### config.mk
export PLATFORM = sky130hd
export DESIGN_NAME = bcd_evt_counter
export DESIGN_NICKNAME = d
export VERILOG_FILES = /design/src/rtl/bcd_evt_pkg.sv /design/src/rtl/bcd_evt_edge.sv /design/src/rtl/bcd_evt_decade.sv /design/src/rtl/bcd_evt_route.sv /design/src/rtl/bcd_evt_counter.sv
export SDC_FILE = /design/constraint.sdc
export NUM_CORES = 1
export LEC_CHECK = 0
export BUFFER_PORTS_ARGS = -buffer_cell sky130_fd_sc_hd__buf_2
export CORE_MARGIN = 2
export CORE_UTILIZATION = 56
export DETAILED_ROUTE_END_ITERATION = 10
export GPL_ROUTABILITY_DRIVEN = 0
export HOLD_SLACK_MARGIN = 0.1
export PLACE_DENSITY = 0.78
export SYNTH_ARGS = -nofsm -noshare
export SYNTH_HDL_FRONTEND = slang
export SYNTH_SLANG_ARGS = --single-unit
export TNS_END_PERCENT = 30
### constraint.sdc
create_clock -name clk -period 2.31 [get_ports clk]
set_input_delay 0.3465 -clock clk [delete_from_list [all_inputs] [get_ports clk]]
set_output_delay 0.3465 -clock clk [all_outputs]
set_load 0.005 [all_outputs]
### src/rtl/bcd_evt_pkg.sv
package bcd_evt_pkg;

  localparam int DIGIT_W = 4;

  typedef logic [DIGIT_W-1:0] digit_t;

  typedef enum logic [1:0] {
    MODE_DECIMAL = 2'b00,
    MODE_TEST    = 2'b01,
    MODE_HALF    = 2'b10,
    MODE_ROUND   = 2'b11
  } cnt_mode_e;

  // next decimal value of a single digit
  function automatic digit_t digit_next(digit_t d);
    return (d == digit_t'(9)) ? digit_t'(0) : d + digit_t'(1);
  endfunction

  // units value at which the units decade hands a carry to the tens decade
  function automatic logic front_carry(cnt_mode_e m, digit_t d);
    case (m)
      MODE_ROUND: return d == digit_t'(4);
      MODE_HALF:  return d == digit_t'(7);
      default:    return d == digit_t'(9);
    endcase
  endfunction

  // value shown in the units field for each mode
  function automatic digit_t front_show(cnt_mode_e m, digit_t d);
    case (m)
      MODE_DECIMAL: return d;
      MODE_HALF:    return (d >= digit_t'(3) && d <= digit_t'(7)) ? digit_t'(5) : digit_t'(0);
      default:      return digit_t'(0);
    endcase
  endfunction

  // decades stepped straight from the event strobe in test mode
  function automatic bit test_direct(int idx);
    return (idx == 0) || ((idx % 2) == 1);
  endfunction

endpackage

### src/rtl/bcd_evt_edge.sv
module bcd_evt_edge #(
  parameter int SYNC_STAGES = 2
) (
  input  logic clk,
  input  logic rst_n,
  input  logic raw_in,
  output logic pulse
);

  logic [SYNC_STAGES-1:0] sync_q;
  logic                   last_q;

  always_ff @(posedge clk or negedge rst_n) begin
    if (!rst_n) begin
      sync_q <= '0;
      last_q <= 1'b0;
    end else begin
      sync_q <= {sync_q[SYNC_STAGES-2:0], raw_in};
      last_q <= sync_q[SYNC_STAGES-1];
    end
  end

  assign pulse = sync_q[SYNC_STAGES-1] & ~last_q;

endmodule

### src/rtl/bcd_evt_decade.sv
module bcd_evt_decade
  import bcd_evt_pkg::*;
(
  input  logic   clk,
  input  logic   rst_n,
  input  logic   clr,
  input  logic   step,
  output digit_t value,
  output logic   wrap
);

  always_ff @(posedge clk or negedge rst_n) begin
    if (!rst_n)    value <= '0;
    else if (clr)  value <= '0;
    else if (step) value <= digit_next(value);
  end

  assign wrap = step & ~clr & (value == digit_t'(9));

endmodule

### src/rtl/bcd_evt_route.sv
module bcd_evt_route
  import bcd_evt_pkg::*;
#(
  parameter int NUM_DECADES = 5
) (
  input  cnt_mode_e              mode,
  input  logic                   cnt_en,
  input  digit_t                 units,
  input  logic [NUM_DECADES-1:0] wrap,
  output logic [NUM_DECADES-1:0] step
);

  logic test_on;
  assign test_on = (mode == MODE_TEST);

  for (genvar i = 0; i < NUM_DECADES; i++) begin : g_rt
    if (i == 0) begin : g_units
      assign step[i] = cnt_en;
    end else if (i == 1) begin : g_tens
      assign step[i] = test_on ? cnt_en : (cnt_en & front_carry(mode, units));
    end else if (test_direct(i)) begin : g_direct
      assign step[i] = test_on ? cnt_en : wrap[i-1];
    end else begin : g_chain
      assign step[i] = wrap[i-1];
    end
  end

endmodule

### src/rtl/bcd_evt_counter.sv
module bcd_evt_counter
  import bcd_evt_pkg::*;
#(
  parameter  int NUM_DECADES = 5,
  parameter  int SYNC_STAGES = 2,
  localparam int OUT_W       = NUM_DECADES * DIGIT_W
) (
  input  logic             clk,
  input  logic             rst_n,
  input  logic             count_in,
  input  logic             master_clr,
  input  logic [1:0]       mode_sel,
  output logic [OUT_W-1:0] digit_out,
  output logic             carry_out
);

  cnt_mode_e              mode;
  logic                   cnt_en;
  logic [NUM_DECADES-1:0] step;
  logic [NUM_DECADES-1:0] wrap;
  digit_t                 dec_val [NUM_DECADES];
  logic [OUT_W-1:0]       dec_raw;
  logic                   top_wrap;
  logic                   cout_q;

  assign mode = cnt_mode_e'(mode_sel);

  bcd_evt_edge #(.SYNC_STAGES(SYNC_STAGES)) u_edge (
    .clk    (clk),
    .rst_n  (rst_n),
    .raw_in (count_in),
    .pulse  (cnt_en)
  );

  bcd_evt_route #(.NUM_DECADES(NUM_DECADES)) u_route (
    .mode   (mode),
    .cnt_en (cnt_en),
    .units  (dec_val[0]),
    .wrap   (wrap),
    .step   (step)
  );

  for (genvar i = 0; i < NUM_DECADES; i++) begin : g_dec
    bcd_evt_decade u_decade (
      .clk   (clk),
      .rst_n (rst_n),
      .clr   (master_clr),
      .step  (step[i]),
      .value (dec_val[i]),
      .wrap  (wrap[i])
    );
    assign dec_raw[i*DIGIT_W +: DIGIT_W] = dec_val[i];
    if (i == 0) begin : g_front
      assign digit_out[i*DIGIT_W +: DIGIT_W] = front_show(mode, dec_val[i]);
    end else begin : g_plain
      assign digit_out[i*DIGIT_W +: DIGIT_W] = dec_val[i];
    end
  end

  assign top_wrap = wrap[NUM_DECADES-1];

  always_ff @(posedge clk or negedge rst_n) begin
    if (!rst_n)          cout_q <= 1'b0;
    else if (master_clr) cout_q <= 1'b0;
    else if (cnt_en)     cout_q <= top_wrap;
  end

  assign carry_out = master_clr | cout_q;

endmodule

==> flow_metrics.tcl <==
set metrics [dict create \
    post-place-ws_ns 0.3337 \
    p_seq_frac 0.647 \
    critPathMaxStageDelay_ns 0.46 \
    p_per_area_nw_per_um2 391.1 \
    cts_max_path_buffers 2 \
    htree_num_levels 1 \
    path_buf_inv 0 \
    ir_drop_v 0.0003561 \
    yosysSeqAreaShare 0.3645 \
    crit_path_cell_trace "ha_1 -> mux2i_1 -> nor3_4 -> o211a_4 -> o211ai_4 -> mux2_4" \
    criticalPathCategory "reg -> reg" \
    power_w 0.0006680 \
    n_antenna_cell 0 \
    synthArstFlopShare 1.000 \
    grt_pass1_wl_mm 4.885 \
    drv_slew 0 \
    min_period_over_period 0.8657 \
    synth_area_leaders "dfrtp_1 36%, buf_4 7.3%, ha_1 5.3%" \
    cts.repair.resized 0 \
    grt_start_max_net_pins 28 \
    crit_fanout 6 \
    grt_usage 0.1842 \
    cts_buffers 3 \
    synth_edf_count 0 \
    dr.pass1.iters 4 \
    rows 19 \
    setup_violations 0 \
    synth_top_area_cell "dfrtp_1" \
    synthTopCellsByCount "24 x dfrtp_1, 16 x buf_4, 13 x nand2_1" \
    clock_skew_ns 0.002919 \
    die-area_sq_um 3392 \
    timing.slew.headroom 0.6079 \
    path_clk_slew_ns 0.12 \
    yosys.area.top_type_share 0.3645 \
    p_int_w 0.0005065 \
    hold_violations 0 \
    rsz0062_at_grt "no" \
    die_h_microns 58.25 \
    critPathTopFamily "multiplexers" \
    synth_ff_type "dfrtp_1" \
    syn-cell-area_sq_um 1648 \
    syn_avg_cell_area_sq_um 9.416 \
    slowest_stage "dfrtp_1" \
    ys_types 48 \
    setup_ws_ns 0.3102 \
    synth_cells 175 \
    worst_slew_pin_slew_ns 0.5868 \
    fillerInstances 249 \
    endpoint_kind "flip-flop" \
    cts_tree "yes" \
    p_sw_w 0.0001614 \
    arrival_ns 2.20 \
    wirelength_mm 2.883 \
    synth_nets 188 \
    period_needed_ns 2.000 \
    pwr-share-comb 0.089 \
    fin_nets 199 \
    syn_to_final_growth_pct 3.645 \
    hold_path_class "in -> reg" \
    drtAntennaViolNets 0 \
    post-dp-hpwl_mm 2.156 \
    antenna_found_initial 0 \
    crit_path_start_kind "flip-flop" \
    drt_iter0_drc 32 \
    ys_warn_count 0 \
    drv_cap 0 \
    max_freq_mhz 500.1 \
    clock_latency_ns 0.30 \
    clock-sinks 24 \
    grt_pass1_vias 1093 \
    vias_per_cell 5.833 \
    p_leak_nw 0.8146 \
    ys_seq_elements 24 \
    numPortBuffers 26 \
    required_ns 2.51 \
    io_pins 27 \
    status "complete, no violations" \
    drive_gt1_frac 0.2500 \
    remaining_drc_errors 0 \
    grt_overflow 0 \
    vias 1254 \
    wl_per_cell_microns 13.41 \
    yosysMostFrequentCell "dfrtp_1" \
    start_util 0.5924 \
    swShare 0.2417 \
    final_util 0.6140 \
    die_x_microns 58.25 \
    fin_setup_tns_ns 0 \
    coreArea_sq_um 2781 \
    cts_root_buf "clkbuf_4" \
    clock_power_share 0.264 \
]
==> worst paths after layout <==
path	startpoint	to	slack, ns	cells past startpoint
max	g_dec[0].u_decade.value[0]	g_dec[4].u_decade.value[0]	0.31	6
min	count_in	u_edge.sync_q[0]	0.14	1
max reg2reg	g_dec[0].u_decade.value[0]	g_dec[4].u_decade.value[0]	0.31	6
min reg2reg	u_edge.sync_q[0]	u_edge.sync_q[1]	0.37	0
max in group asynchronous	rst_n	g_dec[3].u_decade.value[0]	1.43	2
min in group asynchronous	rst_n	g_dec[0].u_decade.value[3]	0.54	2
==> cell type report <==
cell class / instances / area, sq um / area share
Clock buffer: 3 / 22.52 / 0.01319
Multi-Input combinational cell: 121 / 862.1 / 0.5048
Timing Repair Buffer: 29 / 155.1 / 0.09084
Tap cell: 31 / 38.79 / 0.02271
Inverter: 7 / 28.78 / 0.01685
Sequential cell: 24 / 600.6 / 0.3516
==> state kept, by name (all words and copies together), names as in the netlist <==
signal and cells:
u_edge.last_q 1, g_dec.u_decade.value 20, u_edge.sync_q 2, cout_q 1
==> power groups by stage <==
stage	logic (W)	registers, W	clock network [W]
global route	0.0000666	0.000434	0.000198
global placement	0.0000577	0.000440	0
detailed placement	0.0000589	0.000441	0
CTS	0.0000603	0.000433	0.000184
floorplan	0.0000429	0.000438	0
finish	0.0000593	0.000433	0.000176
==> per-stage QoR <==
stage	instance area [sq um]	std cells	hold WS (ns)
floorplan	1648	175	0.05091
detailed placement	1675	211	0.3419
global placement	1675	211	0.3380
CTS	1708	215	0.1264
global route	1708	215	0.1148
finish	1708	215	0.1378
==> timing repair <==
item,4_1_cts,5_1_grt
endpoints found under the hold margin,24,0
hold buffers,1,0
setup buffers,0,0
setup endpoints to repair,0,0
==> logic make-up after synthesis <==
group           Yosys count  share of synthesized area
compound gates           35                     0.1701
fa+ha+maj                 7                    0.05315
mux                       6                    0.04556
buf+inv                  30                     0.1124
simple gates             71                     0.2437
xor+xnor                  2                    0.01063
flops                    24                     0.3645
==> metal layers <==
layer,share of wire,global-route usage,wire (microns)
met1,0.48,0.2422,1379
met2,0.49,0.3166,1425
met3,0.022,0.02679,62
met4,0.0052,0.04983,15
met5,0,0,0
==> placed cells by master (no fill, tap or decap), types with 5 or more instances in the layout <==
| cell | instances |
|---|---|
| inv_1 | 6 |
| nor3_1 | 5 |
| nand3_1 | 9 |
| or3_1 | 5 |
| nor2b_1 | 9 |
| nor2_1 | 12 |
| nand2_1 | 13 |
| dfrtp_1 | 24 |
| ha_1 | 7 |
| buf_2 | 26 |
| a21oi_1 | 11 |
(Power assumes the default switching activity.)
